**src/rtl/refresh_tmr_pkg.sv**
```systemverilog
package refresh_tmr_pkg;

    typedef enum logic [2:0] {
        RM_OFF  = 3'b000,
        RM_SLOW = 3'b001,
        RM_NORM = 3'b010,
        RM_RSV3 = 3'b011,
        RM_RSV4 = 3'b100,
        RM_RSV5 = 3'b101,
        RM_RSV6 = 3'b110,
        RM_FAST = 3'b111
    } rmode_e;

    // Interval lengths in tenths of a microsecond
    localparam int SLOW_TENTHS_US = 156;
    localparam int NORM_TENTHS_US = 78;

    typedef struct packed {
        logic req;
        logic overrun;
    } req_state_t;

    typedef struct packed {
        logic active;
        logic clear;
    } cnt_ctrl_t;

    // Whole clocks in a time span, rounded down
    function automatic int clocks_for(input int clk_mhz, input int tenths_us);
        return (clk_mhz * tenths_us) / 10;
    endfunction

    function automatic int max_of3(input int a, input int b, input int c);
        int m;
        m = a;
        if (b > m) m = b;
        if (c > m) m = c;
        return m;
    endfunction

    function automatic logic mode_runs(input rmode_e m);
        return (m == RM_SLOW) || (m == RM_NORM) || (m == RM_FAST);
    endfunction

endpackage

```
**src/rtl/refresh_mode_reg.sv**
```systemverilog
module refresh_mode_reg
    import refresh_tmr_pkg::*;
(
    input  logic       clk,
    input  logic       rst,
    input  logic       wr,
    input  logic [2:0] wdata,
    output rmode_e     mode_q,
    output logic       changed
);

    rmode_e wmode;

    always_comb begin
        wmode   = rmode_e'(wdata);
        changed = wr && (wmode != mode_q);
    end

    always_ff @(posedge clk) begin
        if (rst) begin
            mode_q <= RM_OFF;
        end else if (changed) begin
            mode_q <= wmode;
        end
    end

endmodule

```
**src/rtl/refresh_interval_sel.sv**
```systemverilog
module refresh_interval_sel
    import refresh_tmr_pkg::*;
#(
    parameter int CLK_MHZ   = 100,
    parameter int FAST_CLKS = 128,
    parameter int CNT_W     = 11
) (
    input  rmode_e           mode,
    output logic             active,
    output logic [CNT_W-1:0] last
);

    localparam int N_SLOW = clocks_for(CLK_MHZ, SLOW_TENTHS_US);
    localparam int N_NORM = clocks_for(CLK_MHZ, NORM_TENTHS_US);
    localparam logic [CNT_W-1:0] LAST_SLOW = CNT_W'(N_SLOW - 1);
    localparam logic [CNT_W-1:0] LAST_NORM = CNT_W'(N_NORM - 1);
    localparam logic [CNT_W-1:0] LAST_FAST = CNT_W'(FAST_CLKS - 1);

    always_comb begin
        active = mode_runs(mode);
        unique case (mode)
            RM_SLOW: last = LAST_SLOW;
            RM_NORM: last = LAST_NORM;
            RM_FAST: last = LAST_FAST;
            default: last = '0;
        endcase
    end

endmodule

```
**src/rtl/refresh_interval_cnt.sv**
```systemverilog
module refresh_interval_cnt
    import refresh_tmr_pkg::*;
#(
    parameter int CNT_W = 11
) (
    input  logic             clk,
    input  logic             rst,
    input  cnt_ctrl_t        ctrl,
    input  logic [CNT_W-1:0] last,
    output logic             expire,
    output logic [CNT_W-1:0] count
);

    assign expire = ctrl.active && !ctrl.clear && (count == last);

    always_ff @(posedge clk) begin
        if (rst) begin
            count <= '0;
        end else if (ctrl.clear || !ctrl.active || expire) begin
            count <= '0;
        end else begin
            count <= count + 1'b1;
        end
    end

endmodule

```
**src/rtl/refresh_req_ctrl.sv**
```systemverilog
module refresh_req_ctrl
    import refresh_tmr_pkg::*;
(
    input  logic       clk,
    input  logic       rst,
    input  logic       mode_chg,
    input  logic       ack,
    input  logic       expire,
    output req_state_t st
);

    req_state_t nxt;

    always_comb begin
        nxt = st;
        if (mode_chg) begin
            nxt.req = 1'b0;
        end else if (st.req && ack) begin
            nxt.req = 1'b0;
        end else if (expire) begin
            nxt.req = 1'b1;
            if (st.req) nxt.overrun = 1'b1;
        end
    end

    always_ff @(posedge clk) begin
        if (rst) begin
            st <= '0;
        end else begin
            st <= nxt;
        end
    end

endmodule

```
**src/rtl/sdram_refresh_timer.sv**
```systemverilog
module sdram_refresh_timer
    import refresh_tmr_pkg::*;
#(
    parameter int CLK_MHZ   = 100,
    parameter int FAST_CLKS = 128
) (
    input  logic       clk,
    input  logic       rst,
    input  logic       mode_wr,
    input  logic [2:0] mode_wdata,
    input  logic       refresh_ack,
    output logic       refresh_req,
    output logic       overrun
);

    localparam int N_MAX = max_of3(clocks_for(CLK_MHZ, SLOW_TENTHS_US),
                                   clocks_for(CLK_MHZ, NORM_TENTHS_US),
                                   FAST_CLKS);
    localparam int CNT_W = (N_MAX < 2) ? 1 : $clog2(N_MAX);

    rmode_e           mode_q;
    logic             mode_chg;
    logic             active;
    logic [CNT_W-1:0] last;
    logic [CNT_W-1:0] count;
    logic             expire;
    cnt_ctrl_t        cctl;
    req_state_t       rst_st;

    refresh_mode_reg u_mode (
        .clk     (clk),
        .rst     (rst),
        .wr      (mode_wr),
        .wdata   (mode_wdata),
        .mode_q  (mode_q),
        .changed (mode_chg)
    );

    refresh_interval_sel #(
        .CLK_MHZ   (CLK_MHZ),
        .FAST_CLKS (FAST_CLKS),
        .CNT_W     (CNT_W)
    ) u_sel (
        .mode   (mode_q),
        .active (active),
        .last   (last)
    );

    always_comb begin
        cctl.active = active;
        cctl.clear  = mode_chg || (rst_st.req && refresh_ack);
    end

    refresh_interval_cnt #(
        .CNT_W (CNT_W)
    ) u_cnt (
        .clk    (clk),
        .rst    (rst),
        .ctrl   (cctl),
        .last   (last),
        .expire (expire),
        .count  (count)
    );

    refresh_req_ctrl u_req (
        .clk      (clk),
        .rst      (rst),
        .mode_chg (mode_chg),
        .ack      (refresh_ack),
        .expire   (expire),
        .st       (rst_st)
    );

    assign refresh_req = rst_st.req;
    assign overrun     = rst_st.overrun;

endmodule

```
**config.mk**
```make
export PLATFORM = sky130hd
export DESIGN_NAME = sdram_refresh_timer
export DESIGN_NICKNAME = d
export VERILOG_FILES = /design/src/rtl/refresh_tmr_pkg.sv /design/src/rtl/refresh_mode_reg.sv /design/src/rtl/refresh_interval_sel.sv /design/src/rtl/refresh_interval_cnt.sv /design/src/rtl/refresh_req_ctrl.sv /design/src/rtl/sdram_refresh_timer.sv
export SDC_FILE = /design/constraint.sdc
export NUM_CORES = 1
export LEC_CHECK = 0
export BUFFER_PORTS_ARGS = -buffer_cell sky130_fd_sc_hd__buf_2
export CORE_MARGIN = 5
export CORE_UTILIZATION = 30
export DETAILED_ROUTE_END_ITERATION = 6
export GPL_TIMING_DRIVEN = 0
export MAX_ROUTING_LAYER = met4
export PLACE_DENSITY_LB_ADDON = 0.2
export SETUP_SLACK_MARGIN = 0.2
export SLEW_MARGIN = 0
export SYNTH_ARGS = -nofsm -noshare
export SYNTH_HDL_FRONTEND = slang
export SYNTH_SLANG_ARGS = --single-unit
```
**constraint.sdc**
```tcl
create_clock -name clk -period 1.4 [get_ports clk]
set_input_delay 0.28 -clock clk [delete_from_list [all_inputs] [get_ports clk]]
set_output_delay 0.28 -clock clk [all_outputs]
set_load 0.01 [all_outputs]
```
### Word-level counts from Yosys, hierarchy flattened

Cells that the tools add are included.

| word-level totals | value |
|---|---|
| register bits | 16 |
| word-level logic and storage cells | 27 |

| cells by class | value |
|---|---|
| $add $sub $neg | 1 |
| eq/ne operators | 5 |
| mux-type cells | 1 |
| bitwise operators | 2 |
| reduce and logical (&&, ||, !) cells | 14 |

Operator list:

| kind | number |
|---|---|
| 11-bit case mux with 3 select lines | 1 |
| 11-bit by 1-bit adder with 11-bit output (second input constant) | 1 |
| 11-bit equality test | 1 |
| 1-bit logical OR | 5 |
| 1-bit logical AND | 4 |
| 4-bit AND reduction | 1 |
| 3-bit by 1-bit equality test with 1-bit output (second input constant) | 1 |
| 3-bit by 2-bit equality test with 1-bit output (second input constant) | 1 |
| 3-bit equality test (second input constant) | 1 |
| 3-bit inequality test | 1 |
| 3-bit OR reduction | 1 |
| 1-bit zero test | 2 |
| 1-bit inverter | 2 |
| 2-bit OR reduction | 1 |

### Depth between registers and ports, before layout

| depth | value |
|---|---|
| word-level depth | 8 |
| gate-level depth with buffers | 7 |
| mapped depth without buffers | 5 |

### Hierarchy

Synthesis repeated with hierarchy kept, for this count alone.

| unflattened totals | value |
|---|---|
| cells, all modules | 102 |
| area total of the unflattened synthesis | 933.4 um^2 |

By module, submodules not included:

| module | times used | cells each | area each (um^2) | seq. area each (um^2) |
|---|---|---|---|---|
| refresh_interval_cnt | 1 | 63 | 578.1 | 220.2 |
| refresh_mode_reg | 1 | 13 | 136.4 | 60.1 |
| refresh_interval_sel | 1 | 18 | 132.6 | 0.0 |
| refresh_req_ctrl | 1 | 7 | 78.8 | 40.0 |
| sdram_refresh_timer | 1 | 1 | 7.5 | 0.0 |

### Worst setup path after synthesis

OpenSTA, ideal clock, no wires.

| path | value |
|---|---|
| path type | register to register |
| from | reg u_cnt.count[0] |
| to | reg u_req.st[1] in the netlist's numbering |
| library setup time | 0.070 ns |
| arrival | 1.493 ns |
| data required time | 1.330 ns |
| path slack | -0.163 ns |
| cell stages (with the launch flop) | 8 |
| buffers on the path | 2 |
| clock period less this slack | 1.563 ns |
| path through | dfxtp_1 buf_2 or2_1 mux2_2 o221ai_1 and4bb_1 buf_6 o2bb2ai_1 |

| between the ends | value |
|---|---|
| word-level cells in the longest chain between the ends | 2 |

RTL lines:

| what | line | text |
|---|---|---|
| start, declared | refresh_interval_cnt.sv:11 | `output logic [CNT_W-1:0] count` |
| start signal, assigned | refresh_interval_cnt.sv:22 | `count <= count + 1'b1;` |
| 11-bit equality test | refresh_interval_cnt.sv:14 | `assign expire = ctrl.active && !ctrl.clear && (count == last);` |
| 1-bit logical AND | refresh_interval_cnt.sv:14 |  |
| end signal, assigned | refresh_req_ctrl.sv:30 | `st <= nxt;` |
| end, declared | refresh_req_ctrl.sv:9 | `output req_state_t st` |

No other way between the ends.
A chain may end at the register's enable or synchronous reset.

### Worst setup path after layout

| path | value |
|---|---|
| from | reg u_mode.mode_q[2] |
| to | reg u_cnt.count[8] |

| between the ends | value |
|---|---|
| word-level cells in the longest chain between the ends | 8 |

RTL lines:

| what | line | text |
|---|---|---|
| start, declared | refresh_mode_reg.sv:8 | `output rmode_e mode_q,` |
| start signal, assigned | refresh_mode_reg.sv:23 | `mode_q <= wmode;` |
| branches (longest 6 deep; another with 11-bit case mux with 3 select lines) | - |  |
| 1-bit logical OR (*) | refresh_interval_cnt.sv:19 | `end else if (ctrl.clear \|\| !ctrl.active \|\| expire) begin` |
| 2-bit OR reduction (no source line) (*) | - |  |

Every way passes the cells marked *.

==> flow_metrics.env <==
export IMPL_outcome="finished with violations"
export IMPL_violations="setup timing"
export IMPL_slowest_stage="and4bb_2"
export IMPL_worst_pin_slew_ns=0.3036
export IMPL_critPathArrivalTime_ns=1.89
export IMPL_final_hold_viol_count=0
export IMPL_gr_total_overflow=0
export IMPL_grt_pass1_wl_um=4443
export IMPL_die_y_um=68.27
export IMPL_max_stage_delay_ns=0.36
export IMPL_clock_sinks=16
export IMPL_numPortBuffers=8
export IMPL_skew_ns=0.002132
export IMPL_tritoncts="done"
export IMPL_required_ns=1.60
export IMPL_clock_path_buffers=2
export IMPL_hpwl_um=1689
export IMPL_grt_usage_pct=13.12
export IMPL_synth_area_top_cells="dfxtp_1 31%, xnor2_1 6.9%, nor2_1 5.9%"
export IMPL_cap_violations=0
export IMPL_std_cell_rows=21
export IMPL_drive_above_1_share_pct=30.00
export IMPL_drt_wl_total_um=2421
export IMPL_syn_nets=128
export IMPL_ios=9
export IMPL_path_clk_slew_ns=0.10
export IMPL_cts_htree_levels=1
export IMPL_ant_nets=0
export IMPL_critPathKind="flip-flop to flip-flop"
export IMPL_fmax_ghz=0.5913
export IMPL_fin_ws_ns=-0.2911
export IMPL_slew_violations=0
export IMPL_drtIter0Drc=36
export IMPL_crit_chain="buf_6 > xnor2_2 > and4_1 > o221ai_1 > and4bb_2 > buf_4 > nor2_1"
export IMPL_layout_cells_non_filler=186
export IMPL_critical_path_buf_inv_count=2
export IMPL_post_route_period_util_pct=120.8
export IMPL_worst_path_max_fanout=5
export IMPL_area_delta_synth_final_pct=24.94
export IMPL_path_delay_family="simple AND/OR/NAND/NOR gates"
export IMPL_antenna_found_initial=0
export IMPL_synth_async_sr_flop_share_pct=0
export IMPL_n_fill_cell=366
export IMPL_clock_latency_ns=0.29
export IMPL_synthCells=120
export IMPL_critPathCaptureType="flip-flop"
export IMPL_worst_setup_path_start_kind="flip-flop"
export IMPL_whs_path_depth=2
export IMPL_final_nets=149
export IMPL_syn_area_um2=1018
export IMPL_yosys_area_top_type_share_pct=31.45
export IMPL_cp_depth=7
export IMPL_die_x_um=68.27
export IMPL_reg2regPathDepth=7
export IMPL_yosys_area_top_type="dfxtp_1"
export IMPL_synth_distinct_cells=39
export IMPL_synth_common_cells="16 x dfxtp_1, 16 x nor2_1, 12 x nand2_1"
export IMPL_die_area_um2=4660
export IMPL_drc=0
export IMPL_drtPass1Iterations=4
export IMPL_ys_seq_area_share_pct=31.45
export IMPL_yosys_warnings=0
export IMPL_drt_wirelength_per_cell_um=13.02
export IMPL_grt_max_degree=11
export IMPL_total_leakage_power_nw=0.5238
export IMPL_placed_cells_incl_taps=174
export IMPL_final_area_um2=1272
export IMPL_ys_flop_type="dfxtp_1"
export IMPL_start_util_pct=30.76
export IMPL_post_dp_cell_area_um2=1125
export IMPL_hp_class="primary input to flip-flop"
export IMPL_vias=902
export IMPL_cts_buffers=3
export IMPL_routabilityCongestion=0.8056
export IMPL_antennaDiodeCount=0
export IMPL_synth_edf_count=0
export IMPL_powerDensity_nw_per_um2=770.0
export IMPL_cts_hold_buffers_added=0
export IMPL_ir_drop_mv=0.3948
export IMPL_synth_area_per_cell_um2=8.487
export IMPL_core_area_um2=3311
export IMPL_clock_root_buffer="clkbuf_4"
export IMPL_finalSetupViolations=13
export IMPL_min_period_ns=1.691
export IMPL_slew_headroom_pct=79.76
export IMPL_rsz0062_at_grt="yes"
export IMPL_avgViaCountPerCell=4.849
export IMPL_grt_pass1_vias=925
export IMPL_ys_ff_latch=16
layer usage:
metal  up-vias  GRT usage (%)  share of wire (%)
li1        463              -                  -
met1       421          17.14                 50
met2        16          20.94                 46
met3         2          3.448                3.9
met4         0          1.489               0.37
met5         -              -                  0
worst paths after layout:
| path | start | end | slack, ns |
|---|---|---|---|
| worst max register to register | u_mode.mode_q[2]$_SDFFE_PP0P_ | u_cnt.count[8]$_SDFF_PP0_ | -0.29 |
| worst min register to register | u_req.st[1]$_SDFFE_PP0P_ | u_req.st[1]$_SDFFE_PP0P_ | 0.56 |
| worst max-delay path | u_mode.mode_q[2]$_SDFFE_PP0P_ | u_cnt.count[8]$_SDFF_PP0_ | -0.29 |
| worst min-delay path | refresh_ack | u_req.st[1]$_SDFFE_PP0P_ | 0.21 |
power breakdown:
group / internal (mW) / switching, mW
combinational: 0.0948 / 0.0978
clock: 0.158 / 0.157
sequential: 0.463 / 0.00935
total: 0.716 / 0.264
stage by stage:
| step | hold slack [ns] | setup TNS [ns] | setup WS, ns | power [mW] | util [%] |
|---|---|---|---|---|---|
| 2_1_floorplan | 0.3450 | -1.508 | -0.1561 | 0.5918 | - |
| 3_3_place_gp | 0.5222 | -3.524 | -0.3048 | 0.6334 | 33.98 |
| 3_5_place_dp | 0.5244 | -3.646 | -0.3328 | 0.6379 | 33.98 |
| 4_1_cts | 0.2033 | -3.233 | -0.2978 | 0.9913 | 37.53 |
| 5_1_grt | 0.2110 | -4.352 | -0.3741 | 1.038 | 38.44 |
| 6_report | 0.2102 | -3.242 | -0.2911 | 0.9798 | 38.44 |
worst reg2reg max path, cell delays in order, from the launching register on:
cell and delay, ns:
dfxtp_2 0.34, buf_6 0.12, xnor2_2 0.23, and4_1 0.22, o221ai_1 0.11, and4bb_2 0.36, buf_4 0.17, nor2_1 0.05
flip-flops by register name (all words and copies together), names as in the netlist:
name           cells
u_cnt.count       11
u_mode.mode_q      3
u_req.st           2
layout by cell type, fill, tap and decap left out, drive strengths merged, types with 2 or more instances in the layout:
| master | netlist | routed |
|---|---|---|
| clkbuf | 1 | 5 |
| and3 | 3 | 3 |
| and2 | 3 | 3 |
| mux2i | 4 | 4 |
| xor2 | 5 | 5 |
| nand2 | 12 | 12 |
| buf | 8 | 24 |
| a21oi | 4 | 4 |
| nand3 | 7 | 7 |
| inv | 2 | 2 |
| nor2 | 16 | 16 |
| xnor2 | 8 | 8 |
| o221ai | 3 | 3 |
| nor3b | 3 | 3 |
| nor2b | 4 | 4 |
| dfxtp | 16 | 16 |
cell type report:
cell class / instances / area (um^2) / share of cell area (%)
sequential: 16 / 327.8 / 25.76
clock buffer: 4 / 36.28 / 2.852
buffer: 9 / 83.83 / 6.588
inverter: 2 / 7.507 / 0.5900
tap: 46 / 57.56 / 4.523
timing repair buffer: 16 / 100.1 / 7.866
multi-input combinational: 93 / 659.4 / 51.82
cells by family after synthesis:
family,Yosys count,share of synthesized area [%]
AO/OA/AOI/OAI,16,13.27
XOR/XNOR,13,11.18
AND/OR/NAND/NOR,58,30.10
buffers and inverters,11,7.739
flip-flops,16,31.45
adder cells (fa/ha/maj),1,1.228
multiplexers,5,5.037
repair_timing:
action,in CTS,in global routing
gates cloned,1,0
pin swaps,3,1
setup buffers,6,1
resized for setup,10,4
endpoints found under the setup margin,14,14
No activity file was read; power rests on OpenSTA's default activity.
